$ cat src/rtl/rs_pool.sv
module rs_pool #(
  parameter int N        = 3,
  parameter int TAG_W    = 4,
  parameter int DATA_W   = 64,
  parameter int OP_W     = 4,
  parameter int TAG_BASE = 1
) (
  input  logic              clk,
  input  logic              rst_n,
  input  logic              iss_valid,
  input  logic [OP_W-1:0]   iss_op,
  input  logic [TAG_W-1:0]  iss_qa,
  input  logic [DATA_W-1:0] iss_va,
  input  logic [TAG_W-1:0]  iss_qb,
  input  logic [DATA_W-1:0] iss_vb,
  output logic              full,
  output logic [TAG_W-1:0]  iss_tag,
  input  logic              bc_valid,
  input  logic [TAG_W-1:0]  bc_tag,
  input  logic [DATA_W-1:0] bc_data,
  output logic              disp_valid,
  output logic [TAG_W-1:0]  disp_tag,
  output logic [OP_W-1:0]   disp_op,
  output logic [DATA_W-1:0] disp_a,
  output logic [DATA_W-1:0] disp_b
);
  localparam int IDX_W = (N > 1) ? $clog2(N) : 1;
  localparam logic [TAG_W-1:0] NO_TAG = '0;

  logic              busy_q [N];
  logic              sent_q [N];
  logic [OP_W-1:0]   op_q   [N];
  logic [TAG_W-1:0]  qa_q   [N];
  logic [TAG_W-1:0]  qb_q   [N];
  logic [DATA_W-1:0] va_q   [N];
  logic [DATA_W-1:0] vb_q   [N];

  logic [IDX_W-1:0] alloc_idx, disp_idx;
  logic             alloc_any;
  logic             do_iss;
  logic             byp_a, byp_b;

  always_comb begin
    alloc_idx = '0;
    alloc_any = 1'b0;
    for (int i = N - 1; i >= 0; i--) begin
      if (!busy_q[i]) begin
        alloc_idx = IDX_W'(i);
        alloc_any = 1'b1;
      end
    end
  end

  always_comb begin
    disp_idx   = '0;
    disp_valid = 1'b0;
    for (int i = N - 1; i >= 0; i--) begin
      if (busy_q[i] && !sent_q[i] && qa_q[i] == NO_TAG && qb_q[i] == NO_TAG) begin
        disp_idx   = IDX_W'(i);
        disp_valid = 1'b1;
      end
    end
  end

  assign full     = ~alloc_any;
  assign iss_tag  = TAG_W'(TAG_BASE) + TAG_W'(alloc_idx);
  assign do_iss   = iss_valid & alloc_any;
  assign byp_a    = bc_valid && iss_qa != NO_TAG && bc_tag == iss_qa;
  assign byp_b    = bc_valid && iss_qb != NO_TAG && bc_tag == iss_qb;

  assign disp_tag = TAG_W'(TAG_BASE) + TAG_W'(disp_idx);
  assign disp_op  = op_q[disp_idx];
  assign disp_a   = va_q[disp_idx];
  assign disp_b   = vb_q[disp_idx];

  for (genvar g = 0; g < N; g++) begin : g_ent
    localparam logic [TAG_W-1:0] MY_TAG = TAG_W'(TAG_BASE + g);
    logic hit_a, hit_b, done, take, fire;

    assign hit_a = bc_valid && qa_q[g] != NO_TAG && bc_tag == qa_q[g];
    assign hit_b = bc_valid && qb_q[g] != NO_TAG && bc_tag == qb_q[g];
    assign done  = busy_q[g] && bc_valid && bc_tag == MY_TAG;
    assign take  = do_iss && alloc_idx == IDX_W'(g);
    assign fire  = disp_valid && disp_idx == IDX_W'(g);

    always_ff @(posedge clk) begin
      if (!rst_n) begin
        busy_q[g] <= 1'b0;
        sent_q[g] <= 1'b0;
        op_q[g]   <= '0;
        qa_q[g]   <= NO_TAG;
        qb_q[g]   <= NO_TAG;
        va_q[g]   <= '0;
        vb_q[g]   <= '0;
      end else if (take) begin
        busy_q[g] <= 1'b1;
        sent_q[g] <= 1'b0;
        op_q[g]   <= iss_op;
        qa_q[g]   <= byp_a ? NO_TAG : iss_qa;
        va_q[g]   <= byp_a ? bc_data : iss_va;
        qb_q[g]   <= byp_b ? NO_TAG : iss_qb;
        vb_q[g]   <= byp_b ? bc_data : iss_vb;
      end else begin
        if (done) begin
          busy_q[g] <= 1'b0;
          sent_q[g] <= 1'b0;
        end else if (fire) begin
          sent_q[g] <= 1'b1;
        end
        if (hit_a) begin
          va_q[g] <= bc_data;
          qa_q[g] <= NO_TAG;
        end
        if (hit_b) begin
          vb_q[g] <= bc_data;
          qb_q[g] <= NO_TAG;
        end
      end
    end
  end
endmodule

$ cat config.mk
export PLATFORM = sky130hd
export DESIGN_NAME = rs_pool
export DESIGN_NICKNAME = d
export VERILOG_FILES = /design/src/rtl/rs_pool.sv
export SDC_FILE = /design/constraint.sdc
export NUM_CORES = 1
export LEC_CHECK = 0
export BUFFER_PORTS_ARGS = -buffer_cell sky130_fd_sc_hd__buf_2
export CORE_ASPECT_RATIO = 1.25
export CORE_MARGIN = 2
export CORE_UTILIZATION = 34
export CTS_BUF_LIST = sky130_fd_sc_hd__clkbuf_8 sky130_fd_sc_hd__clkbuf_16
export DETAILED_ROUTE_END_ITERATION = 16
export PLACE_DENSITY = 0.61
export SYNTH_ARGS = -nofsm -noshare
export SYNTH_HDL_FRONTEND = slang
export SYNTH_SLANG_ARGS = --single-unit
$ cat constraint.sdc
create_clock -name clk -period 8.3 [get_ports clk]
set_input_delay 2.075 -clock clk [delete_from_list [all_inputs] [get_ports clk]]
set_output_delay 2.075 -clock clk [all_outputs]
set_load 0.005 [all_outputs]
==> qor.json, run 1 <==
{
  "status": {
    "status": "finished clean"
  },
  "sta": {
    "finClkSkew_ps": 11.9,
    "hold_violations_final": 0,
    "timing_max_transition_violations_final": 0,
    "setup_viol": 0,
    "min_period_ps": 5720,
    "layout_worst_path_cycle_share": 0.689,
    "timing.fmax_mhz": 175,
    "setup_repair_after_global_routing_missed_its_margin": "no",
    "maxSlewHeadroom": 0.112,
    "worst_pin_slew_ps": 1330,
    "fin_setup_tns_ps": 0,
    "setup_slack_ps": 2580
  },
  "synth": {
    "yosysMostFrequentCell": "edfxtp_1",
    "netlist_top_cells_area": "edfxtp_1, a22o_1, mux2i_1",
    "synthesis.yosys.warnings": 0,
    "postSynth.topFlopCell": "edfxtp_1",
    "synth_top_cells_by_count": "edfxtp_1, a22o_1, nand2_1",
    "synth.yosys.seq_area_share": 0.627,
    "synth_cells": 1507,
    "synth-edff-count": 424,
    "synth_top_cell_area_share": 0.625,
    "yosysUniqueCellTypes": 41,
    "synth.avg_cell_area_sq_um": 13.5,
    "yosys.area.top_type": "edfxtp_1",
    "synth-async-reset-ratio": 0,
    "syn-cell-area_sq_um": 20400,
    "synth_seq_cells": 426
  },
  "routing": {
    "routed_wirelength_mm": 65.9,
    "wire_per_inst_microns": 25.3,
    "drt_iter0_markers": 1253,
    "drt_pre_antenna_iters": 8,
    "route.detailed.vias_per_inst": 5.76,
    "dr_total_vias": 15006,
    "route.detailed.drc": 0,
    "antenna_violating_nets_post_route": 0
  },
  "placement": {
    "placed_area_sq_um": 22800,
    "dp_hpwl_mm": 40.3,
    "pre_cts_ws_ps": 2920,
    "final_weighted_congestion_of_routability_driven_global_placement": 0.815,
    "buffer_ports.inserted": 350
  },
  "global_routing": {
    "global_route.usage.total": 0.208,
    "global_route.overflow_total": 0,
    "grt_first_pass_wirelength_mm": 96.5,
    "antenna_found_initial": 13,
    "pin_count_of_the_biggest_net_entering_global_routing": 130,
    "global_route.usage.met2": 0.362,
    "groute.layer.met3.usage": 0.0336,
    "global_route.usage.met1": 0.259,
    "busiest_layer": "met2",
    "first_global_vias": 15128
  },
  "setup_path": {
    "crit_path_start_kind": "register",
    "worstSetupEndpointType": "output pin",
    "timing_worst_setup_path_type": "register to output pin",
    "worst-path-max-fanout": 62,
    "critPathArrivalTime_ps": 3650,
    "worst-endpoint-required_ps": 6230
  },
  "floorplan": {
    "initial_utilization": 0.343,
    "die_x_microns": 223,
    "design.core.area_sq_um": 59400,
    "top_level_ports": 354,
    "placement_rows": 100,
    "dieHeight_microns": 278,
    "design.die.area_sq_um": 61900
  },
  "cts": {
    "cts_resized": 0,
    "post_cts_hold_buffer_count": 0,
    "h-tree-depth": 2,
    "tritoncts": "built",
    "insertion_delay_ps": 570,
    "clk_pin_slew_ps": 60,
    "postCtsSetupBuffers": 0,
    "cts_inserted_buffers": 45,
    "cts.sink_count": 426,
    "cts_max_path_buffers": 3,
    "clk_root_buffer_cell": "clkbuf_16"
  },
  "pwr": {
    "powerDensity_nw_per_um2": 208,
    "total_power_mw": 5.03,
    "irDropWorstVdd_mv": 0.135,
    "leakage_power_of_the_design_nw": 10.2
  },
  "job": {
    "max_cap_viol_count": 0
  },
  "cells_and_area": {
    "final_util": 0.407,
    "synthToLayoutAreaGrowth_pct": 18.9,
    "layout.cell_area.non_filler_sq_um": 24200,
    "final_nets": 2017,
    "drive_gt1_frac": 0.247
  },
  "min_path": {
    "hold_class": "register to register"
  }
}
## final timing paths
| check | end | cells after the start | slack [ps] | startpoint |
|---|---|---|---|---|
| setup reg to reg | va_q[0][8]$_DFFE_PP_ | 6 | 4650 | busy_q[0]$_SDFFCE_PP0P_ |
| hold / removal | sent_q[2]$_DFF_P_ | 2 | 530 | sent_q[2]$_DFF_P_ |
| hold reg to reg | sent_q[2]$_DFF_P_ | 2 | 530 | sent_q[2]$_DFF_P_ |
| setup / recovery | disp_a[25] | 7 | 2580 | qa_q[0][0]$_SDFFCE_PP0P_ |
## cell usage in the layout, fill, tap and decap left out, types with 3 or more instances in the layout
master     instances
nor2_1             8
nor2_4             6
o2111ai_1          4
a21oi_1            5
xor2_1            12
clkinv_2           4
nand4_1            3
buf_4             25
buf_2            350
nand2_4            4
conb_1             3
edfxtp_1         424
bufinv_16          4
inv_1             21
mux2i_1          132
nor4b_1            4
and2_1            16
and3_1            23
ha_1               3
xnor2_1           12
diode_2            9
clkinv_1          12
o21ai_0          132
a22o_1           384
nor3_1            17
nand3_1           11
nand2_1          139
clkbuf_16         45
## logic make-up after synthesis
| group | count (synthesis) | synth area share |
|---|---|---|
| AO/OA/AOI/OAI | 540 | 0.208 |
| flip-flops | 426 | 0.627 |
| AND/OR/NAND/NOR | 240 | 0.0538 |
| buffers and inverters | 141 | 0.0336 |
| multiplexers | 132 | 0.0649 |
| XOR/XNOR | 24 | 0.0103 |
| adder cells (fa/ha/maj) | 3 | 0.00184 |
| other | 1 | 0.000184 |
## worst max-delay path: stages, from the launching register on
cell and delay [ps]:
edfxtp_1 410, nor4b_1 320, nand3_1 230, nand2b_4 810, buf_12 430, mux2i_1 140
o21ai_0 340, buf_2 200
## power by group
group	total [mW]	switching (mW)	leakage, nW	internal [mW]
Sequential	2.59	0.0479	4.49	2.54
Combinational	0.504	0.322	4.97	0.182
Clock	1.93	0.828	0.713	1.10
## area by class of cell
cell class / instances / area [sq um]
sequential: 426 / 12800
timing repair buffer: 377 / 1980
tap: 765 / 957
multi-input combinational: 942 / 7060
fill: 5456 / 35200
clock inverter: 33 / 244
clock buffer: 45 / 1130
antenna: 9 / 22.5
inverter: 10 / 37.5
## metrics by stage
stage	instances	hold WS [ps]
after global placement	2520	517
final	2607	527
after detailed placement	2520	518
after CTS	2598	525
after floorplan	1509	492
after global routing	2606	565
## flip-flops by register name (all words and copies together) (netlist names)
name and cells:
va_q 192, vb_q 192, op_q 12, qa_q 12, qb_q 12, busy_q 3, sent_q 3
## per-layer routing
metal  part of all wire  wire length, microns
met5            0.00099                    65
met1               0.40                 26600
met3              0.065                  4300
met2               0.50                 32800
met4              0.032                  2120
Note: power is estimated with default switching activity, not from simulation.
==> inputs of run 2 (changes only) <==
==> constraint.sdc (replaced) <==
create_clock -name clk -period 5.55 [get_ports clk]
set_input_delay 1.3875 -clock clk [delete_from_list [all_inputs] [get_ports clk]]
set_output_delay 1.3875 -clock clk [all_outputs]
set_load 0.005 [all_outputs]
==> run 2 against run 1 <==
  * Final area rose by 0.99%
  * Sequential share of layout area fell by 0.52 points
  * Highest routed layer unchanged
  * Worst setup slack got worse by 1600 ps
  * Critical endpoint is now disp_a[11]
  * Largest power group unchanged
  * Critical path depth did not move
  * Sequential power rose by 49%
  * Global-route usage rose by 0.34 points
==> qor.json, run 2 (synthesis results as in run 1) <==
{
  "cts": {
    "cts_inserted_buffers": 45,
    "insertion_delay_ps": 570,
    "cts_resized": 0,
    "post_cts_hold_buffer_count": 0,
    "h-tree-depth": 2,
    "clk_root_buffer_cell": "clkbuf_16",
    "clk_pin_slew_ps": 70,
    "tritoncts": "built",
    "postCtsSetupBuffers": 0,
    "cts.sink_count": 426,
    "cts_max_path_buffers": 3
  },
  "cells_and_area": {
    "top_regs": "va_q: 192 flops, vb_q: 192 flops",
    "fillCellCount": 5504,
    "layout.cell_area.non_filler_sq_um": 24400,
    "final_nets": 2028,
    "layout.cells.most_common_list": "edfxtp_1, a22o_1, buf_2",
    "synthToLayoutAreaGrowth_pct": 20.1,
    "drive_gt1_frac": 0.257,
    "final_common_cell": "edfxtp_1"
  },
  "setup_path": {
    "critical_path.reg2reg.startpoint": "busy_q[0]$_SDFFCE_PP0P_",
    "critical_path.startpoint": "qb_q[2][0]$_SDFFCE_PP0P_",
    "crit_path_start_kind": "register",
    "worst-endpoint-required_ps": 4160,
    "critPathArrivalTime_ps": 3210,
    "timing_worst_setup_path_type": "register to output pin",
    "worstSetupEndpointType": "output pin",
    "r2r_cells": 5,
    "crit-reg2reg-capture": "qa_q[1][0]$_SDFFCE_PP0P_",
    "worst-path-max-fanout": 54,
    "r2r_slack_ps": 2330,
    "timing.critical_path.to": "disp_a[11]"
  },
  "global_routing": {
    "antenna_found_initial": 23,
    "global_route.usage.total": 0.212,
    "pin_count_of_the_biggest_net_entering_global_routing": 95,
    "grt_first_pass_wirelength_mm": 98.1,
    "first_global_vias": 15360,
    "global_route.overflow_total": 0
  },
  "floorplan": {
    "die_x_microns": 223,
    "placement_rows": 100,
    "dieHeight_microns": 278,
    "design.die.area_sq_um": 61900,
    "design.core.area_sq_um": 59400,
    "top_level_ports": 354,
    "initial_utilization": 0.343
  },
  "pwr": {
    "powerDensity_nw_per_um2": 311,
    "irDropWorstVdd_mv": 0.218,
    "leakage_power_of_the_design_nw": 10.3,
    "total_power_mw": 7.61
  },
  "sta": {
    "layout_worst_path_cycle_share": 0.829,
    "hold_violations_final": 0,
    "setup_viol": 0,
    "timing_max_transition_violations_final": 0,
    "setup_repair_after_global_routing_missed_its_margin": "no",
    "min_period_ps": 4600,
    "hold-worst-slack_ps": 579,
    "fin_setup_tns_ps": 0,
    "worst_pin_slew_ps": 1210,
    "finClkSkew_ps": 9.84,
    "timing.fmax_mhz": 217,
    "maxSlewHeadroom": 0.195
  },
  "placement": {
    "final_weighted_congestion_of_routability_driven_global_placement": 0.839,
    "placed_area_sq_um": 23000,
    "buffer_ports.inserted": 350,
    "dp_hpwl_mm": 41.1
  },
  "routing": {
    "antenna_violating_nets_post_route": 0,
    "wire_per_inst_microns": 25.5,
    "route.detailed.vias_per_inst": 5.69,
    "routed_wirelength_mm": 67.0,
    "drt_iter0_markers": 997,
    "drt_pre_antenna_iters": 7,
    "route.detailed.drc": 0,
    "dr_total_vias": 14924
  },
  "status": {
    "status": "finished clean"
  },
  "min_path": {
    "hold_class": "register to register"
  },
  "job": {
    "max_cap_viol_count": 0
  }
}
[run 2: cell types whose count changed in the layout (fill, tap and decap cells not counted)]
cell / before / now
buf_12: 2 / 9
buf_4: 25 / 29
bufinv_16: 4 / 3
clkbuf_16: 45 / 47
clkinv_1: 12 / 6
clkinv_2: 4 / 7
clkinv_4: 0 / 2
clkinvlp_4: 0 / 4
diode_2: 9 / 13
inv_1: 21 / 18
inv_8: 0 / 1
[run 2: through the flow]
| stage | utilization | instances | worst slack (ps) |
|---|---|---|---|
| after floorplan | - | 1509 | 1280 |
| after global placement | 0.387 | 2530 | 1370 |
| after detailed placement | 0.387 | 2530 | 1390 |
| after CTS | 0.411 | 2610 | 900 |
| after global routing | 0.411 | 2623 | 759 |
| final | 0.411 | 2624 | 952 |
[run 2: cell type report]
class                   count  area, sq um  share of cell area
flip-flops and latches    426        12800               0.523
multi-input cells         942         7060               0.289
repair buffers            388         2150              0.0879
clock buffers              47         1180              0.0481
well taps                 765          957              0.0392
clock inverters            33          254              0.0104
inverters                  10         37.5             0.00154
diodes                     13         32.5             0.00133
[run 2: power breakdown]
group	switching, mW	internal, mW
registers	0.0676	3.80
logic	0.485	0.280
clock network	1.30	1.68
total	1.85	5.76
[run 2: worst max-delay path: stages, from the launching register on]
cell and delay, ps:
edfxtp_1 440, nor3_1 310, nand3_1 170, and3b_4 660, buf_12 310, buf_4 320
o21ai_0 220, buf_2 180
[run 2: worst min-delay path by stage]
stage,from,to,slack [ps],cells after the start
5_1_grt,sent_q[2]$_DFF_P_,sent_q[2]$_DFF_P_,610,2
3_5_place_dp,busy_q[2]$_DFF_P_,busy_q[2]$_DFF_P_,560,2
4_1_cts,busy_q[2]$_DFF_P_,busy_q[2]$_DFF_P_,570,2
6_report,busy_q[2]$_DFF_P_,busy_q[2]$_DFF_P_,580,2
2_1_floorplan,sent_q[2]$_DFF_P_,sent_q[2]$_DFF_P_,490,2
3_3_place_gp,busy_q[2]$_DFF_P_,busy_q[2]$_DFF_P_,550,2
[run 2: metal layers]
metal	up-vias	wire length [microns]	GRT usage
li1	6638	-	-
met1	7558	26200	0.250
met2	559	34300	0.374
met3	153	4120	0.0417
met4	16	2350	0.0890
met5	-	91	0
